===== config.mk =====
export PLATFORM = sky130hd
export DESIGN_NAME = rstnmi_ctrl
export DESIGN_NICKNAME = d
export VERILOG_FILES = /design/src/rtl/rstnmi_pkg.sv /design/src/rtl/rstnmi_sync_edge.sv /design/src/rtl/rstnmi_wdog.sv /design/src/rtl/rstnmi_stretch.sv /design/src/rtl/rstnmi_ctrl.sv
export SDC_FILE = /design/constraint.sdc
export NUM_CORES = 1
export LEC_CHECK = 0
export ABC_AREA = 0
export BUFFER_PORTS_ARGS = -buffer_cell sky130_fd_sc_hd__buf_2
export CAP_MARGIN = 20
export CORE_MARGIN = 2
export CORE_UTILIZATION = 51
export CTS_CLUSTER_SIZE = 20
export DETAILED_ROUTE_END_ITERATION = 7
export PLACE_DENSITY = 0.81
export SLEW_MARGIN = 0
export SYNTH_ARGS = -nofsm -noshare
export SYNTH_HDL_FRONTEND = slang
export SYNTH_SLANG_ARGS = --single-unit

===== constraint.sdc =====
create_clock -name clk -period 2.2 [get_ports clk]
set_input_delay 0.66 -clock clk [delete_from_list [all_inputs] [get_ports clk]]
set_output_delay 0.66 -clock clk [all_outputs]
set_load 0.01 [all_outputs]

===== src/rtl/rstnmi_pkg.sv =====
package rstnmi_pkg;

  localparam int ADDR_W = 2;
  localparam int DATA_W = 8;

  localparam logic [ADDR_W-1:0] ADDR_CTRL = 2'd0;
  localparam logic [ADDR_W-1:0] ADDR_ID   = 2'd1;
  localparam logic [ADDR_W-1:0] ADDR_VER  = 2'd2;

  typedef enum logic [1:0] {
    EDGE_OFF  = 2'b00,
    EDGE_FALL = 2'b01,
    EDGE_RISE = 2'b10,
    EDGE_ANY  = 2'b11
  } edge_mode_e;

  typedef struct packed {
    logic       user_nmi_en;
    logic       rtc_to_nmi;
    logic       wdog_en;
    logic       soft_rst;
    edge_mode_e mode_b;
    edge_mode_e mode_a;
  } ctrl_t;

  function automatic logic edge_hit(edge_mode_e m, logic rise, logic fall);
    case (m)
      EDGE_FALL: edge_hit = fall;
      EDGE_RISE: edge_hit = rise;
      EDGE_ANY:  edge_hit = rise | fall;
      default:   edge_hit = 1'b0;
    endcase
  endfunction

endpackage


===== src/rtl/rstnmi_sync_edge.sv =====
module rstnmi_sync_edge #(
  parameter int N = 4
) (
  input  logic         clk,
  input  logic         rst,
  input  logic [N-1:0] din,
  output logic [N-1:0] rise,
  output logic [N-1:0] fall
);

  logic [N-1:0] meta_q;
  logic [N-1:0] sync_q;
  logic [N-1:0] prev_q;

  always_ff @(posedge clk) begin
    if (rst) begin
      meta_q <= '0;
      sync_q <= '0;
      prev_q <= '0;
    end else begin
      meta_q <= din;
      sync_q <= meta_q;
      prev_q <= sync_q;
    end
  end

  generate
    for (genvar g = 0; g < N; g++) begin : g_edge
      assign rise[g] = sync_q[g] & ~prev_q[g];
      assign fall[g] = ~sync_q[g] & prev_q[g];
    end
  endgenerate

endmodule


===== src/rtl/rstnmi_wdog.sv =====
module rstnmi_wdog #(
  parameter int CNT_W = 20
) (
  input  logic clk,
  input  logic rst,
  input  logic en,
  input  logic service,
  input  logic hold,
  output logic fire
);

  logic [CNT_W-1:0] cnt_q;
  logic             at_max;

  assign at_max = &cnt_q;
  assign fire   = en & at_max & ~service & ~hold;

  always_ff @(posedge clk) begin
    if (rst || !en || service || hold || at_max) begin
      cnt_q <= '0;
    end else begin
      cnt_q <= cnt_q + 1'b1;
    end
  end

endmodule


===== src/rtl/rstnmi_stretch.sv =====
module rstnmi_stretch #(
  parameter int LEN         = 64,
  parameter bit ON_AT_RESET = 1'b0
) (
  input  logic clk,
  input  logic rst,
  input  logic start,
  input  logic kill,
  output logic active
);

  localparam int CNT_W = (LEN > 2) ? $clog2(LEN) : 1;
  localparam logic [CNT_W-1:0] LOAD = CNT_W'(LEN - 1);

  logic [CNT_W-1:0] cnt_q;

  always_ff @(posedge clk) begin
    if (rst) begin
      active <= ON_AT_RESET;
      cnt_q  <= ON_AT_RESET ? LOAD : '0;
    end else if (kill) begin
      active <= 1'b0;
      cnt_q  <= '0;
    end else if (start) begin
      active <= 1'b1;
      cnt_q  <= LOAD;
    end else if (cnt_q != '0) begin
      cnt_q  <= cnt_q - 1'b1;
    end else begin
      active <= 1'b0;
    end
  end

endmodule


===== src/rtl/rstnmi_ctrl.sv =====
module rstnmi_ctrl
  import rstnmi_pkg::*;
#(
  parameter int RST_LEN = 64,
  parameter int NMI_LEN = 4,
  parameter int WDOG_W  = 20
) (
  input  logic              clk,
  input  logic              rst,
  input  logic              wr_en,
  input  logic [ADDR_W-1:0] wr_addr,
  input  logic [DATA_W-1:0] wr_data,
  input  logic              rts_a_in,
  input  logic              rts_b_in,
  input  logic              rtc_alarm_n,
  input  logic              user_btn,
  output logic              cpu_rst_out,
  output logic              nmi_out,
  output logic [DATA_W-1:0] ctrl_q
);

  localparam int N_IN    = 4;
  localparam int IDX_RTA = 0;
  localparam int IDX_RTB = 1;
  localparam int IDX_RTC = 2;
  localparam int IDX_BTN = 3;

  logic [N_IN-1:0] raw_in;
  logic [N_IN-1:0] rise;
  logic [N_IN-1:0] fall;
  logic [N_IN-1:0] evt;
  edge_mode_e      mode_sel [N_IN];

  ctrl_t ctrl_r;
  ctrl_t ctrl_nxt;
  logic  wr_ctrl, wr_id, wr_ver, soft_hit;
  logic  wdog_fire, rst_trig, nmi_trig;
  logic  rst_active, nmi_active;

  // write decode
  assign wr_ctrl  = wr_en && (wr_addr == ADDR_CTRL);
  assign wr_id    = wr_en && (wr_addr == ADDR_ID);
  assign wr_ver   = wr_en && (wr_addr == ADDR_VER);
  assign soft_hit = wr_ctrl && wr_data[4];

  always_comb begin
    ctrl_nxt          = ctrl_t'(wr_data);
    ctrl_nxt.soft_rst = 1'b0;
  end

  // only power-on reset clears the settings
  always_ff @(posedge clk) begin
    if (rst) begin
      ctrl_r <= '0;
    end else if (wr_ctrl) begin
      ctrl_r <= ctrl_nxt;
    end
  end

  // input conditioning
  assign raw_in = {user_btn, rtc_alarm_n, rts_b_in, rts_a_in};

  rstnmi_sync_edge #(.N(N_IN)) u_sync (
    .clk  (clk),
    .rst  (rst),
    .din  (raw_in),
    .rise (rise),
    .fall (fall)
  );

  always_comb begin
    mode_sel[IDX_RTA] = ctrl_r.mode_a;
    mode_sel[IDX_RTB] = ctrl_r.mode_b;
    mode_sel[IDX_RTC] = EDGE_FALL;
    mode_sel[IDX_BTN] = EDGE_RISE;
  end

  generate
    for (genvar g = 0; g < N_IN; g++) begin : g_evt
      assign evt[g] = edge_hit(mode_sel[g], rise[g], fall[g]);
    end
  endgenerate

  // watchdog
  rstnmi_wdog #(.CNT_W(WDOG_W)) u_wdog (
    .clk     (clk),
    .rst     (rst),
    .en      (ctrl_r.wdog_en),
    .service (wr_id),
    .hold    (rst_active),
    .fire    (wdog_fire)
  );

  // cause merging: reset has priority over NMI
  assign rst_trig = soft_hit | wr_ver | wdog_fire
                  | evt[IDX_RTA] | evt[IDX_RTB]
                  | (evt[IDX_RTC] & ~ctrl_r.rtc_to_nmi);

  assign nmi_trig = ((evt[IDX_RTC] & ctrl_r.rtc_to_nmi)
                   | (evt[IDX_BTN] & ctrl_r.user_nmi_en))
                  & ~rst_trig & ~rst_active;

  rstnmi_stretch #(.LEN(RST_LEN), .ON_AT_RESET(1'b1)) u_rst_pulse (
    .clk    (clk),
    .rst    (rst),
    .start  (rst_trig),
    .kill   (1'b0),
    .active (rst_active)
  );

  rstnmi_stretch #(.LEN(NMI_LEN), .ON_AT_RESET(1'b0)) u_nmi_pulse (
    .clk    (clk),
    .rst    (rst),
    .start  (nmi_trig),
    .kill   (rst_trig | rst_active),
    .active (nmi_active)
  );

  assign cpu_rst_out = rst_active;
  assign nmi_out     = nmi_active;
  assign ctrl_q      = ctrl_r;

endmodule


==> flow_summary.ini <==
[critical_path]
end_kind = flip-flop
required_ns = 2.40
r2r-end = u_nmi_pulse.active
start_kind = flip-flop
r2r_slack_ns = 0.11
arrival_ns = 2.29
r2r_cells = 5
r2r_start = u_wdog.cnt_q[1]
path_max_fanout = 10
critPathKind = flip-flop to flip-flop

[outcome]
status = finished clean

[placed_design]
dp_hpwl_um = 2700
place_inst = 309
gp_congestion = 0.736
port_buffers = 25

[floorplanning]
die_area_um2 = 4790
pin_count = 27
row_count = 23
start_util_pct = 53.5
fp.dieW_um = 69.2
die_height_um = 69.2
core_um2 = 4060

[grt]
grt_util_met3_pct = 4.36
met2_usage_pct = 28.4
grtUsageMet1_pct = 19.5
grt_pass1_wl_um = 6560
grt_pass1_vias = 1604
grt_antenna_before_repair = 0
grtUsageTotal_pct = 16.6
busiest_layer = met2
grt_max_degree = 28
grt-ovfl-total = 0

[logic_synthesis]
synth_nets = 258
ys_seq_area_share_pct = 45.2
ys_types = 42
synth-seq-cells = 49
synthCells = 234
synthArstFlopShare_pct = 0
synth.yosys.warnings = 0
syn_area_per_cell_um2 = 9.27
syn_area_um2 = 2170
synth_edf_count = 0
synth_flop_cell = dfxtp_1

[layout]
synthToLayoutAreaGrowth_pct = 15.1
fillers = 371
fin_cells = 317
antennaDiodeCount = 0
multiInputGateArea_um2 = 1090
fin_nets = 290
utilization_pct = 61.5
seqCellArea_um2 = 982
drive_gt1_share_pct = 20.2

[detailed_routing]
ant_nets = 0
drt-initial-drc-count = 45
drcViolationCount = 0
vias = 1651
drt_first_pass_iters = 4
vias_per_cell = 5.21
wl_per_cell_um = 11.4
totalWireLength_um = 3630

[sta]
fin_crit_sh_pct = 94.8
maxSlewHeadroom_pct = 66.8
finalClockSkew_ns = 0.00933
hold_viol = 0
setup_viol = 0
drv_slew = 0
tightest_slew_ns = 0.493
rsz0062_at_grt = no
finalCriticalPeriod_ns = 2.09
setup_tns_ns = 0
clock.fmax_mhz = 479

[run]
maxCapViolations = 0

[clock_network]
cts_hold_repair.buffers = 0
cts_max_path_buffers = 2
clk_latency_ns = 0.30
numCtsBuffers = 5
clkTransAtPathRegs_ns = 0.09
clock_sinks = 49
cts.htree.levels = 2
cts.root.buffer_cell = clkbuf_8
cts_tree = done

[min_path]
holdPathStages = 1
min_path_type = flip-flop to flip-flop
holdPathEnd = u_sync.sync_q[0]
worstHoldStart = u_sync.meta_q[0]

[pwr]
leakagePower_uw = 0.000941
power_density_nw_per_um2 = 660
ir_worst_vdd_uv = 304
## cell usage after synthesis, types with 2 or more instances
| cell | n | area share (%) |
|---|---|---|
| mux2i_1 | 9 | 4.2 |
| nand2_1 | 11 | 1.9 |
| nor3_1 | 6 | 1.4 |
| inv_1 | 12 | 2.1 |
| clkbuf_1 | 5 | 0.87 |
| nor2_1 | 34 | 5.9 |
| nand4b_1 | 2 | 0.81 |
| and4_1 | 3 | 1.2 |
| nand3_1 | 12 | 2.8 |
| xnor2_1 | 12 | 4.8 |
| buf_4 | 2 | 0.69 |
| nor2b_1 | 10 | 2.9 |
| nor4_1 | 7 | 2.0 |
| xor2_1 | 7 | 2.8 |
| ha_1 | 7 | 4.0 |
| nand4_1 | 5 | 1.4 |
| nor3b_1 | 2 | 0.69 |
| or3_1 | 3 | 0.87 |
| dfxtp_1 | 49 | 45 |
| a31oi_1 | 3 | 0.87 |
| nand2b_1 | 6 | 1.7 |
| mux2_2 | 2 | 1.0 |
| or4_4 | 2 | 1.0 |
| a21oi_1 | 5 | 1.2 |
## worst max path at each step
stage	start	end	cells past startpoint
floorplan	u_wdog.cnt_q[0]	u_nmi_pulse.cnt_q[1]	6
global placement	u_wdog.cnt_q[0]	u_nmi_pulse.active	5
detailed placement	u_wdog.cnt_q[0]	u_nmi_pulse.active	5
CTS	u_wdog.cnt_q[0]	u_nmi_pulse.cnt_q[0]	5
global route	u_wdog.cnt_q[1]	u_nmi_pulse.active	5
finish	u_wdog.cnt_q[1]	u_nmi_pulse.active	5
## worst max-delay path, cell delays in order, from the launching register on
cell and delay, ns:
dfxtp_1 0.38, ha_1 0.23, nand4_4 0.13, or4_4 0.56, or4_4 0.50, and4_1 0.20
## per-stage QoR
stage	total power, uW	setup slack [ns]	instance area, um2	hold slack (ns)
after floorplan	984	0.0865	2170	0.414
after global placement	1010	0.130	2370	0.416
after detailed placement	1020	0.0755	2370	0.427
after CTS	1680	0.0738	2490	0.449
after global routing	1730	0.00149	2500	0.470
final	1650	0.114	2500	0.442
## power by group
group / total [uW] / internal [uW] / switching, uW
registers: 913 / 903 / 9.74
clock network: 654 / 369 / 285
logic: 80.5 / 41.9 / 38.6
## cells in the final DEF, fill, tap and decap left out, drive strengths merged, types with 2 or more instances in the layout
| cell | count |
|---|---|
| or3 | 3 |
| o21ai | 2 |
| nand2b | 6 |
| nand4b | 2 |
| nor2 | 34 |
| nor4 | 8 |
| nor3 | 6 |
| mux2 | 2 |
| xnor2 | 12 |
| inv | 12 |
| nand4 | 7 |
| nor2b | 10 |
| a21oi | 5 |
| xor2 | 7 |
| nand3 | 12 |
| nand2 | 11 |
| and4 | 4 |
| clkbuf | 6 |
| buf | 34 |
| a31oi | 3 |
| mux2i | 9 |
| dfxtp | 49 |
| ha | 7 |
| or4 | 3 |
| nor3b | 2 |
## registers in the layout, indices dropped and copies added (netlist names)
signal / count
u_wdog.cnt_q: 20
ctrl_q: 7
u_rst_pulse.cnt_q: 6
u_sync.meta_q: 4
u_sync.prev_q: 4
u_sync.sync_q: 4
u_nmi_pulse.cnt_q: 2
u_nmi_pulse.active: 1
u_rst_pulse.active: 1
## final cells by class
cell class | count | share of cell area, %
Multi-Input combinational cell | 164 | 43.8
Sequential cell | 49 | 39.3
Timing Repair Buffer | 34 | 7.72
Clock buffer | 6 | 3.31
Tap cell | 50 | 2.51
Inverter | 12 | 1.80
Clock inverter | 2 | 1.50
## metal layers
layer	vias up	share of wire, %
met4	0	1.6
met3	8	4.5
met1	750	47
li1	863	-
met5	-	0
met2	30	47
## kinds of logic (layout without fill, tap and decap cells)
| logic type | count (synthesis) | count (layout) | share of synthesized area (%) |
|---|---|---|---|
| AO/OA/AOI/OAI | 14 | 14 | 4.15 |
| AND/OR/NAND/NOR | 112 | 112 | 29.2 |
| other | 1 | 1 | 0.173 |
| flip-flops | 49 | 49 | 45.2 |
| adder cells (fa/ha/maj) | 7 | 7 | 4.04 |
| buffers and inverters | 21 | 54 | 4.38 |
| multiplexers | 11 | 11 | 5.19 |
| XOR/XNOR | 19 | 19 | 7.67 |
## repair_timing
action                     4_1_cts  5_1_grt
setup buffers                    0        0
setup endpoints to repair        0        2
hold endpoints to repair         0        0
resized for setup                0        1
No activity file was read; power rests on OpenSTA's default activity.
